`config.mk`:
```
export PLATFORM = sky130hd
export DESIGN_NAME = cc_base_timer
export DESIGN_NICKNAME = d
export VERILOG_FILES = /design/src/rtl/cbt_pkg.sv /design/src/rtl/cbt_sync.sv /design/src/rtl/cbt_quad_dec.sv /design/src/rtl/cbt_prescaler.sv /design/src/rtl/cbt_core.sv /design/src/rtl/cc_base_timer.sv
export SDC_FILE = /design/constraint.sdc
export NUM_CORES = 1
export LEC_CHECK = 0
export ABC_AREA = 1
export CORE_MARGIN = 10
export CORE_UTILIZATION = 59
export DETAILED_ROUTE_END_ITERATION = 6
export DONT_BUFFER_PORTS = 1
export GPL_ROUTABILITY_DRIVEN = 0
export PLACE_DENSITY = 0.88
export SYNTH_ARGS = -nofsm -noshare
export SYNTH_HDL_FRONTEND = slang
export SYNTH_SLANG_ARGS = --single-unit
```
`constraint.sdc`:
```
create_clock -name clk -period 2.05 [get_ports clk]
set_input_delay 0.1025 -clock clk [delete_from_list [all_inputs] [get_ports clk]]
set_output_delay 0.1025 -clock clk [all_outputs]
set_load 0.01 [all_outputs]
```
`src/rtl/cbt_pkg.sv`:
```
package cbt_pkg;
  typedef enum logic [1:0] {
    CM_UP   = 2'd0,
    CM_UPDN = 2'd1,
    CM_QUAD = 2'd2,
    CM_HOLD = 2'd3
  } cnt_mode_e;
endpackage

```
`src/rtl/cbt_sync.sv`:
```
module cbt_sync #(
  parameter int          W       = 1,
  parameter int          STAGES  = 2,
  parameter logic [W-1:0] RST_VAL = '0
) (
  input  logic         clk,
  input  logic         rst_n,
  input  logic [W-1:0] d_in,
  output logic [W-1:0] d_out
);
  logic [W-1:0] stg_q [STAGES];

  for (genvar s = 0; s < STAGES; s++) begin : g_stage
    if (s == 0) begin : g_first
      always_ff @(posedge clk or negedge rst_n) begin
        if (!rst_n) stg_q[s] <= RST_VAL;
        else        stg_q[s] <= d_in;
      end
    end else begin : g_next
      always_ff @(posedge clk or negedge rst_n) begin
        if (!rst_n) stg_q[s] <= RST_VAL;
        else        stg_q[s] <= stg_q[s-1];
      end
    end
  end

  assign d_out = stg_q[STAGES-1];
endmodule

```
`src/rtl/cbt_quad_dec.sv`:
```
module cbt_quad_dec (
  input  logic clk,
  input  logic rst_n,
  input  logic a_s,
  input  logic b_s,
  output logic step,
  output logic step_up
);
  logic a_q, b_q;
  logic a_chg, b_chg;

  always_ff @(posedge clk or negedge rst_n) begin
    if (!rst_n) begin
      a_q <= 1'b0;
      b_q <= 1'b0;
    end else begin
      a_q <= a_s;
      b_q <= b_s;
    end
  end

  always_comb begin
    a_chg   = a_s ^ a_q;
    b_chg   = b_s ^ b_q;
    step    = a_chg ^ b_chg;   // exactly one phase moved
    step_up = a_s ^ b_q;       // A leading B gives up
  end
endmodule

```
`src/rtl/cbt_prescaler.sv`:
```
module cbt_prescaler #(
  parameter int DIV_W = 8
) (
  input  logic             clk,
  input  logic             rst_n,
  input  logic             run,
  input  logic             ev,
  input  logic             ev_up,
  input  logic [DIV_W-1:0] div_n,
  output logic             tick,
  output logic             tick_up
);
  logic [DIV_W-1:0] cnt_q, cnt_d;

  always_comb begin
    cnt_d   = cnt_q;
    tick    = 1'b0;
    tick_up = ev_up;
    if (!run) begin
      cnt_d = '0;
    end else if (ev) begin
      if (cnt_q >= div_n) begin
        tick  = 1'b1;
        cnt_d = '0;
      end else begin
        cnt_d = cnt_q + 1'b1;
      end
    end
  end

  always_ff @(posedge clk or negedge rst_n) begin
    if (!rst_n) cnt_q <= '0;
    else        cnt_q <= cnt_d;
  end
endmodule

```
`src/rtl/cbt_core.sv`:
```
module cbt_core #(
  parameter int CNT_W = 16
) (
  input  logic             clk,
  input  logic             rst_n,
  input  logic             tick,
  input  logic             tick_up,
  input  logic             clr,
  input  logic             rld_hit,
  output logic [CNT_W-1:0] count,
  output logic             irq
);
  localparam logic [CNT_W-1:0] CNT_MAX = '1;

  logic [CNT_W-1:0] cnt_q, cnt_d;
  logic             irq_q, irq_d;

  always_comb begin
    cnt_d = cnt_q;
    irq_d = 1'b0;
    if (clr) begin
      cnt_d = '0;
      irq_d = rld_hit;
    end else if (tick) begin
      if (tick_up) begin
        cnt_d = cnt_q + 1'b1;
        irq_d = (cnt_q == CNT_MAX);
      end else begin
        cnt_d = cnt_q - 1'b1;
      end
    end
  end

  always_ff @(posedge clk or negedge rst_n) begin
    if (!rst_n) begin
      cnt_q <= '0;
      irq_q <= 1'b0;
    end else begin
      cnt_q <= cnt_d;
      irq_q <= irq_d;
    end
  end

  assign count = cnt_q;
  assign irq   = irq_q;
endmodule

```
`src/rtl/cc_base_timer.sv`:
```
module cc_base_timer
  import cbt_pkg::*;
#(
  parameter int CNT_W       = 16,
  parameter int DIV_W       = 8,
  parameter int SYNC_STAGES = 2
) (
  input  logic             clk,
  input  logic             rst_n,
  input  logic             run,
  input  logic [1:0]       mode_sel,
  input  logic             src_sel,
  input  logic             tick_a,
  input  logic             tick_b,
  input  logic             dir_down,
  input  logic [DIV_W-1:0] div_n,
  input  logic             phase_a,
  input  logic             phase_b,
  input  logic [CNT_W-1:0] cmp0_val,
  input  logic             cmp0_rst_en,
  input  logic             ext_int_n,
  input  logic             ext_rst_en,
  input  logic [CNT_W-1:0] rld_val,
  input  logic             rld_rst_en,
  output logic [CNT_W-1:0] count,
  output logic             irq
);
  cnt_mode_e  mode;
  logic [1:0] ph_s;
  logic       ext_s;
  logic       q_step, q_up;
  logic       src_ev, ev, ev_up;
  logic       pre_tick, pre_up;
  logic       cmp0_hit, rld_hit, ext_hit, clr;

  cbt_sync #(.W(2), .STAGES(SYNC_STAGES), .RST_VAL(2'b00)) u_ph_sync (
    .clk(clk), .rst_n(rst_n), .d_in({phase_a, phase_b}), .d_out(ph_s)
  );

  cbt_sync #(.W(1), .STAGES(SYNC_STAGES), .RST_VAL(1'b1)) u_ext_sync (
    .clk(clk), .rst_n(rst_n), .d_in(ext_int_n), .d_out(ext_s)
  );

  cbt_quad_dec u_qdec (
    .clk(clk), .rst_n(rst_n), .a_s(ph_s[1]), .b_s(ph_s[0]),
    .step(q_step), .step_up(q_up)
  );

  always_comb begin
    mode   = cnt_mode_e'(mode_sel);
    src_ev = src_sel ? tick_b : tick_a;
    ev     = 1'b0;
    ev_up  = 1'b1;
    case (mode)
      CM_UP:   begin ev = src_ev; ev_up = 1'b1;      end
      CM_UPDN: begin ev = src_ev; ev_up = !dir_down; end
      CM_QUAD: begin ev = q_step; ev_up = q_up;      end
      default: begin ev = 1'b0;   ev_up = 1'b1;      end
    endcase
  end

  cbt_prescaler #(.DIV_W(DIV_W)) u_pre (
    .clk(clk), .rst_n(rst_n), .run(run), .ev(ev), .ev_up(ev_up),
    .div_n(div_n), .tick(pre_tick), .tick_up(pre_up)
  );

  always_comb begin
    cmp0_hit = cmp0_rst_en && (count == cmp0_val);
    rld_hit  = rld_rst_en && (count == rld_val);
    ext_hit  = ext_rst_en && !ext_s;
    clr      = cmp0_hit || rld_hit || ext_hit;
  end

  cbt_core #(.CNT_W(CNT_W)) u_core (
    .clk(clk), .rst_n(rst_n), .tick(pre_tick), .tick_up(pre_up),
    .clr(clr), .rld_hit(rld_hit), .count(count), .irq(irq)
  );
endmodule

```
==> out/results.txt, run 1 <==
For the worst-skew pair, the clock arrives at the later sink with an insertion delay of 0.29 ns. The finished cells cover 4390 um2. The length in cells of the worst reg-to-reg path works out to 17. The tools report the final hold violation count as 0. The clock tree root buffer cell was sky130_fd_sc_hd__clkbuf_8.

The run gives 660 as the total number of nets in the final design. The tools report the cell count after placement as 620. The highest fanout seen on the critical path is 5, and the number of sinks on the clock net is 33. The tools report the initial core utilization as 60.7%.

The startpoint class of the critical path is a flip-flop. In the final routed layout, each cell accounts on average for 21.7 um. The number of synthesized register bits was 33; the fraction of layout instances using a drive strength above 1 was 28.0%. Final cell count without fillers: 650. The power density over the cells works out to 412 nW/um2. The run gives 72 as the top-level port count. Setup violations remaining at the end of the flow were counted as 16.

In this run the critical register-to-register path is captured at u_core.count[13]$_DFFE_PN0P_. The worst setup path is captured at a flip-flop. Half-perimeter wire length after detailed placement: 7210 um. Buffers placed on the I/O ports in this run total 0.

The share of the clock period used by the worst path after layout is 123%, and the number of CTS-inserted buffers is 5. Relative to the synthesized area, the layout overhead comes to 31.3%. The data arrival time of the worst path was 2.74 ns. The maximum number of pins on one net before global-route repair was 34. In the final routing, the length of wire on met1 measures 4700 um. The depth of the worst hold-timing path came out at 3. The first global-routing pass estimated 17800 um of wire.

The number of distinct library cells after synthesis is 36, and the area of the core region is 5510 um2. The sum of met2 wire segment lengths after detailed routing is 6180 um, and the total of max-cap violations is 0. The detailed-route DRC error count is 1, and the yosys synthesis warning count is 0.

The checks that failed: DRC, setup timing. The run gives 602 as the post-synthesis net count. The first-pass iteration count of the detailed router came out at 7. The endpoint of the worst hold-timing path is u_pre.cnt_q[4]$_DFFE_PN0P_.

The standard cell area after detailed placement was 3640 um2. The reg-to-reg critical path startpoint is u_qdec.b_q$_DFF_PN0_. The total global-route track usage is 24.3%. The final count of pins violating max slew came out at 0. The leakage component of the power is 2.45 nW, and the CTS H-tree depth is 2. Static timing analysis puts the maximum clock frequency at 0.398 GHz.

For the number of buffers on the longest clock path, the log shows 2. Startpoint-to-endpoint class of the critical path: reg2reg. The minimum period implied by the final worst setup slack was 2.51 ns.

The tools report the number of inserted filler cells in the final layout as 309. The tools report the gate count after technology mapping as 519. The run gives -0.463 ns as the final setup slack of the worst path.

The met3 wire length was 2030 um. The slew of the pin with the lowest slew margin is 0.547 ns. After clock tree synthesis, the clock-pin slew on the worst setup and hold paths is 0.07 ns. The die is 95.3 um wide. The tools report the via count of the first global-routing pass as 3744. The overall via count from detail_route is 4173, and the remaining max-slew budget at the tightest pin is 63.4%.

Setup repair after global routing could not meet its margin everywhere. For this run the aggregate overflow at the end of global routing stands at 0. Worst hold-check path type: in2reg. The highest layer touched by signal routing is met4. The tools report the number of antenna violations at the first check in global routing as 0.

For the final database, setup skew stands at 0.00416 ns. The run gives 14100 um as the total wire length. The startpoint identified for the worst hold timing path is run.

The critical path required time is 2.28 ns. The worst vdd rail ir drop is 0.270 mV. On the final layout, the worst hold slack is 0.0777 ns.

The post-synthesis cell area was 3340 um2. The logs give 9070 um2 for the total die area and 24.8% for the sequential-to-total area share from yosys stat. The worst register-to-register path has a setup slack of -0.46 ns. For the starting DRC count in detailed routing, the log shows 751.

For the number of inserted diodes, the log shows 0. TritonCTS built the clock tree. The floorplan has 27 rows. Averaged over all synthesized cells, the footprint is 6.44 um2. The count of antenna-violating nets left after detailed routing was 0. In the routed layout, each cell is associated on average with a via count of 6.42. The vertical die dimension works out to 95.3 um. The run finished, with violations left.
[area by class of cell]
class / count / area (um2) / share of cell area [%]
Sequential cell: 33 / 828 / 18.9
Tap cell: 72 / 90.1 / 2.05
Multi-Input combinational cell: 381 / 2510 / 57.2
Clock inverter: 1 / 5.00 / 0.114
Timing Repair inverter: 1 / 7.51 / 0.171
Clock buffer: 7 / 76.3 / 1.74
Timing Repair Buffer: 55 / 480 / 10.9
Inverter: 100 / 390 / 8.90
[worst max-delay path by stage]
stage               slack, ns  cells past startpoint                          from                           end
floorplan                0.01                     15  u_ph_sync.d_out[1]$_DFF_PN0_  u_core.count[14]$_DFFE_PN0P_
global placement        -0.14                     16                   mode_sel[0]  u_core.count[13]$_DFFE_PN0P_
detailed placement      -0.25                     16                   mode_sel[1]  u_core.count[11]$_DFFE_PN0P_
CTS                     -0.08                     15  u_ph_sync.d_out[1]$_DFF_PN0_   u_core.count[9]$_DFFE_PN0P_
global route            -0.52                     17          u_qdec.b_q$_DFF_PN0_  u_core.count[14]$_DFFE_PN0P_
finish                  -0.46                     17          u_qdec.b_q$_DFF_PN0_  u_core.count[13]$_DFFE_PN0P_
[worst max-delay path, cell delays in order (launching register included)]
cell                         delay, ns
sky130_fd_sc_hd__dfrtp_1          0.41
sky130_fd_sc_hd__nand2_1          0.09
sky130_fd_sc_hd__nand3_2          0.12
sky130_fd_sc_hd__nand2_4          0.15
sky130_fd_sc_hd__clkinvlp_4       0.23
sky130_fd_sc_hd__buf_6            0.19
sky130_fd_sc_hd__ha_4             0.25
sky130_fd_sc_hd__nand2_2          0.08
sky130_fd_sc_hd__nand2_2          0.06
sky130_fd_sc_hd__inv_1            0.11
sky130_fd_sc_hd__nand2_2          0.09
sky130_fd_sc_hd__a21oi_2          0.21
sky130_fd_sc_hd__nand2_2          0.08
sky130_fd_sc_hd__nand2_1          0.07
sky130_fd_sc_hd__nand2_1          0.06
sky130_fd_sc_hd__inv_1            0.06
sky130_fd_sc_hd__nand3_1          0.09
sky130_fd_sc_hd__nand2_1          0.08
[layer usage]
layer | vias to the layer above | track usage [%]
met5 | - | 0
met4 | 0 | 12.7
met3 | 154 | 6.99
met2 | 453 | 41.2
met1 | 1827 | 27.0
li1 | 1739 | -
[logic make-up (layout without fill, tap and decap cells)]
logic type,count (synthesis),after routing,share of synthesized area [%]
AOI/OAI and AO/OA,30,30,5.35
xor gates and xnor gates,19,19,4.98
adders and majority gates,28,28,10.7
buffers and inverters,106,164,13.2
DFF,33,33,24.8
and+or+nand+nor,303,304,41.0
[Yosys cell counts (all sizes together)]
library cell / count / area share (%)
nand2: 175 / 20
inv: 100 / 11
nand3: 60 / 10
nor2: 39 / 5.2
dfrtp: 31 / 23
ha: 27 / 10
a21oi: 14 / 2.4
nand4: 13 / 2.4
xnor2: 11 / 2.9
o21ai: 8 / 1.2
xor2: 8 / 2.1
nor3: 7 / 1.0
buf: 6 / 1.9
or2: 4 / 0.75
o22ai: 3 / 0.56
and2: 2 / 0.37
dfstp: 2 / 1.6
nand3b: 2 / 0.45
o21a: 2 / 0.45
a21boi: 1 / 0.22
fa: 1 / 0.60
nor4: 1 / 0.19
o21bai: 1 / 0.22
o221ai: 1 / 0.26
[registers in the layout, indices dropped and copies added, names as in the netlist]
| register | count |
|---|---|
| u_core.count | 16 |
| u_core.irq | 1 |
| u_ext_sync.d_out | 1 |
| u_ext_sync.stg_q | 1 |
| u_ph_sync.d_out | 2 |
| u_ph_sync.stg_q | 2 |
| u_pre.cnt_q | 8 |
| u_qdec.a_q | 1 |
| u_qdec.b_q | 1 |
[power by group]
group	internal [mW]	switching, mW
Combinational	0.267	0.361
Clock	0.239	0.261
Sequential	0.665	0.0142
[stage by stage]
stage	setup WS [ns]	power (mW)	setup TNS [ns]	utilization (%)
6_report	-0.463	1.81	-3.93	79.7
5_1_grt	-0.523	1.86	-4.94	79.7
4_1_cts	-0.0836	1.63	-0.502	72.6
3_5_place_dp	-0.246	1.06	-2.30	66.2
3_3_place_gp	-0.138	1.05	-1.20	66.2
2_1_floorplan	0.0136	0.956	0	-
[placed cells by master, fill, tap and decap left out, types with 3 or more instances in the layout]
| cell type | netlist | layout |
|---|---|---|
| sky130_fd_sc_hd__a21oi_1 | 13 | 9 |
| sky130_fd_sc_hd__a21oi_2 | 0 | 3 |
| sky130_fd_sc_hd__buf_4 | 0 | 40 |
| sky130_fd_sc_hd__buf_6 | 4 | 8 |
| sky130_fd_sc_hd__clkbuf_8 | 0 | 5 |
| sky130_fd_sc_hd__dfrtp_1 | 31 | 31 |
| sky130_fd_sc_hd__dlygate4sd3_1 | 0 | 5 |
| sky130_fd_sc_hd__ha_1 | 27 | 16 |
| sky130_fd_sc_hd__ha_4 | 0 | 11 |
| sky130_fd_sc_hd__inv_1 | 99 | 90 |
| sky130_fd_sc_hd__inv_2 | 1 | 5 |
| sky130_fd_sc_hd__inv_4 | 0 | 4 |
| sky130_fd_sc_hd__nand2_1 | 171 | 135 |
| sky130_fd_sc_hd__nand2_2 | 3 | 27 |
| sky130_fd_sc_hd__nand2_4 | 1 | 13 |
| sky130_fd_sc_hd__nand3_1 | 52 | 46 |
| sky130_fd_sc_hd__nand3_2 | 7 | 12 |
| sky130_fd_sc_hd__nand4_1 | 13 | 13 |
| sky130_fd_sc_hd__nor2_1 | 35 | 29 |
| sky130_fd_sc_hd__nor2_2 | 2 | 6 |
| sky130_fd_sc_hd__nor2_4 | 1 | 4 |
| sky130_fd_sc_hd__nor3_1 | 7 | 5 |
| sky130_fd_sc_hd__o21ai_0 | 8 | 7 |
| sky130_fd_sc_hd__o22ai_1 | 3 | 3 |
| sky130_fd_sc_hd__or2_2 | 3 | 3 |
| sky130_fd_sc_hd__xnor2_1 | 11 | 8 |
| sky130_fd_sc_hd__xnor2_2 | 0 | 3 |
| sky130_fd_sc_hd__xor2_1 | 8 | 8 |
[timing repair]
| item | CTS | global route |
|---|---|---|
| setup endpoints to repair | 13 | 17 |
| resized for setup | 35 | 76 |
| cloned | 1 | 1 |
| pin swaps | 15 | 32 |
| setup buffers | 6 | 8 |
| hold endpoints to repair | 40 | 0 |
| hold buffers | 6 | 0 |
(Power assumes the default switching activity.)
==> run 2: changes to the inputs <==
--- a/config.mk
+++ b/config.mk
@@ -6,8 +6,8 @@
 export NUM_CORES = 1
 export LEC_CHECK = 0
 export ABC_AREA = 1
-export CORE_MARGIN = 10
 export CORE_UTILIZATION = 59
+export CTS_CLUSTER_SIZE = 16
 export DETAILED_ROUTE_END_ITERATION = 6
 export DONT_BUFFER_PORTS = 1
 export GPL_ROUTABILITY_DRIVEN = 0
==> out/results.txt, run 2 (same netlist as run 1, synthesis figures left out) <==
Met3 wire length: 2250 um (+11%). The data arrival time of the worst path came out at 3.05 ns (+0.31 ns). For the area of the core region, the log shows 5470 um2 (-0.61%). Maximum number of pins on one net before global-route repair: 34 (unchanged). The tools report the standard cell area after detailed placement as 3640 um2 (unchanged). The startpoint-to-endpoint class of the critical path is reg2reg.

For the critical path required time, the log shows 2.27 ns (about the same). The run gives 1.96 mW (+8.4%) as the total power consumption of the routed design. The worst vdd rail ir drop is 0.437 mV (+62%), and the vertical die dimension is 77.3 um (-19%). The type of destination of the critical path was a flip-flop.

Number of inserted filler cells in the final layout: 321 (+3.9%). The slowest stage of the critical path is the sky130_fd_sc_hd__dfrtp_1 cell. The via count of the first global-routing pass was 3746 (+0.053%); the number of inserted diodes was 0 (unchanged). The signal on the critical path passes through nand2_1 -> nand3_2 -> nand2_4 -> clkinvlp_4 -> buf_12 -> buf_6 -> ha_4 -> nand2_2 -> nor2_2 -> nand2_1 -> nand2_1 -> nor2_2 -> nand2_1 -> nand2_1 -> nand2_1 -> nand3_1 -> nand2_1. The area of all placed cells without fillers was 4400 um2 (+0.26%). Signal routing reaches up to met4.

Share of the clock period used by the worst path after layout: 138% (+16 points). The run gives 61.1% (+0.37 points) as the initial core utilization. The length in cells of the worst reg-to-reg path was 17 (unchanged); the peak clock frequency supported by timing was 0.353 GHz (-11%). The chip width was 77.3 um (-19%). The routed length per instance is 22.0 um (+1.5%), and the area taken by multi-input logic gates is 2490 um2 (-0.60%). The count of antenna-violating nets left after detailed routing was 0 (unchanged). The final count of pins violating max slew was 0 (unchanged). The total setup violations reported at the end of the flow came out at 17 (+1). The tools report the slack of the worst reg-to-reg path as -0.78 ns (-0.32 ns). The sum of met2 wire segment lengths after detailed routing is 5830 um (-5.7%).

The run gives 7 (unchanged) as the first-pass iteration count of the detailed router. The final reports fail on DRC, setup timing. The commonest non-fill, non-tap cell in the layout is sky130_fd_sc_hd__nand2_1. The number of buffers added on ports came out at 0 (unchanged). The cell seen most often among critical-path stages is sky130_fd_sc_hd__nand2_1. The flip-flop count of the largest register, all copies and words added works out to 16 (unchanged). Top-level port count: 72 (unchanged).

The highest fanout seen on the critical path was 4 (-1). The overall overflow remaining after global route was 0 (unchanged); the number of antenna violations at the first check in global routing was 0 (unchanged). The fraction of layout instances using a drive strength above 1 is 27.8% (-0.22 points). The logs give 27 (unchanged) for the number of placement rows and -0.783 ns (-0.321 ns) for the final setup slack of the worst path. The tools report the CTS H-tree depth as 2 (unchanged). The clock-pin slew reported for the worst setup and hold paths after clock tree synthesis was 0.07 ns (about the same). The logs give 14300 um (+1.6%) for the total wire length and 4305 (+3.2%) for the overall via count from detail_route. The starting DRC count in detailed routing is 748 (-0.40%), and the slew of the pin with the lowest slew margin is 0.518 ns (-0.0295 ns). In this run the critical register-to-register path is captured at u_core.count[14]$_DFFE_PN0P_.

The run gives 0.0778 ns (+0.000143 ns) as the post-route worst hold slack. The tools report the total of max-cap violations as 0 (unchanged). Clock tree synthesis selected as its root buffer the cell sky130_fd_sc_hd__clkbuf_8. The tools report the destination of the critical timing path as u_core.count[14]$_DFFE_PN0P_.

The power density over the cells was 445 nW/um2 (+8.1%). The final clock skew came out at 0.0113 ns (+0.00718 ns). Startpoint class of the critical path: a flip-flop. The remaining max-slew budget at the tightest pin came out at 65.5% (+2.1 points). The logs give 16800 um (-5.3%) for the wire length of the first global-routing pass and 5 (unchanged) for the number of CTS-inserted buffers. Detailed-route DRC error count: 20 (+19).

The area growth from synthesis to layout is 31.6%. Insertion delay of the later-clocked pin in the worst-skew pair: 0.32 ns (+0.03 ns). TritonCTS built the clock tree. The leakage component of the power was 2.43 nW (-0.67%).

The flow ran to the end, but the final reports show violations. The sequential cell area is 830 um2 (+0.15%). Setup repair after global routing could not meet its margin everywhere. The number of buffers on the longest clock path was 2 (unchanged); the delay contributed by the slowest stage of the critical path was 0.42 ns (about the same). The half-perimeter wire length after detailed placement was 6610 um (-8.4%). The critical path starts at u_ph_sync.d_out[1]$_DFF_PN0_. For the total global-route track usage, the log shows 35.9% (+12 points). Final hold violation count: 0 (unchanged). The reg-to-reg critical path startpoint was u_ph_sync.d_out[1]$_DFF_PN0_. In the layout the commonest cells are sky130_fd_sc_hd__nand2_1, sky130_fd_sc_hd__inv_1, sky130_fd_sc_hd__nand3_1. The worst hold-check path type is in2reg.

The routed length on met1 was 4720 um (+0.32%); the total number of nets in the final design was 661 (+0.15%). The number of sinks on the clock net was 33 (unchanged); the minimum period implied by the final worst setup slack was 2.83 ns (+0.321 ns). For the total die area, the log shows 5970 um2 (-34%). The number of vias per cell is 6.61 (+3.0%).
==> run 2: changes by cell type in the layout (fill, tap and decap cells not counted), sizes merged <==
cell    delta
nor2       +3
buf        -2
bufinv     +1
clkinv     -1
==> run 2: stage by stage <==
| step | setup TNS (ns) | utilization [%] | instances | setup WS, ns |
|---|---|---|---|---|
| 6_report | -5.02 | 80.4 | 651 | -0.783 |
| 5_1_grt | -6.48 | 80.4 | 651 | -0.879 |
| 4_1_cts | -0.879 | 74.8 | 641 | -0.117 |
| 3_5_place_dp | -2.60 | 66.6 | 620 | -0.269 |
| 3_3_place_gp | -1.45 | 66.6 | 620 | -0.182 |
| 2_1_floorplan | 0 | - | 519 | 0.0136 |
==> run 2: worst min-delay path by stage <==
stage | startpoint | to | cells after the start | slack (ns)
2_1_floorplan | rst_n | u_core.count[0]$_DFFE_PN0P_ | 0 | -0.19
4_1_cts | run | u_pre.cnt_q[5]$_DFFE_PN0P_ | 2 | 0.05
3_5_place_dp | rst_n | u_core.irq$_DFF_PN0_ | 0 | -0.19
6_report | run | u_pre.cnt_q[1]$_DFFE_PN0P_ | 4 | 0.08
3_3_place_gp | rst_n | u_core.count[10]$_DFFE_PN0P_ | 0 | -0.19
5_1_grt | run | u_pre.cnt_q[1]$_DFFE_PN0P_ | 4 | 0.09
==> run 2: power breakdown <==
| group | internal [mW] | total, mW | leakage, nW | switching (mW) |
|---|---|---|---|---|
| registers | 0.665 | 0.680 | 0.438 | 0.0151 |
| clock network | 0.396 | 0.684 | 0.0585 | 0.287 |
| logic | 0.248 | 0.595 | 1.94 | 0.347 |
==> run 2: critical path: cells and delay by family (launching register included) <==
| family | cells | cell delay [ns] |
|---|---|---|
| AND/OR/NAND/NOR | 13 | 1.57 |
| buffers and inverters | 3 | 0.43 |
| flip-flops | 1 | 0.42 |
| adder cells (fa/ha/maj) | 1 | 0.29 |
==> run 2: per-layer routing <==
metal / track usage (%) / vias to the layer above
li1: - / 1749
met1: 40.6 / 1928
met2: 60.7 / 456
met3: 9.40 / 172
met4: 20.9 / 0
met5: 0 / -
==> run 2: layout make-up <==
class	count	area share, %
Multi-Input combinational cell	384	56.7
Sequential cell	33	18.9
Timing Repair Buffer	53	11.0
Inverter	100	8.59
Tap cell	72	2.05
Clock buffer	7	1.96
Clock inverter	1	0.683
Timing Repair inverter	1	0.171
==> run 2: what timing repair did <==
action | CTS | global route
hold buffers | 6 | 0
gates cloned | 1 | 4
setup endpoints to repair | 13 | 17
buffers inserted | 6 | 7
gates resized for setup | 40 | 54
endpoints found under the hold margin | 40 | 0
pin swaps | 23 | 30
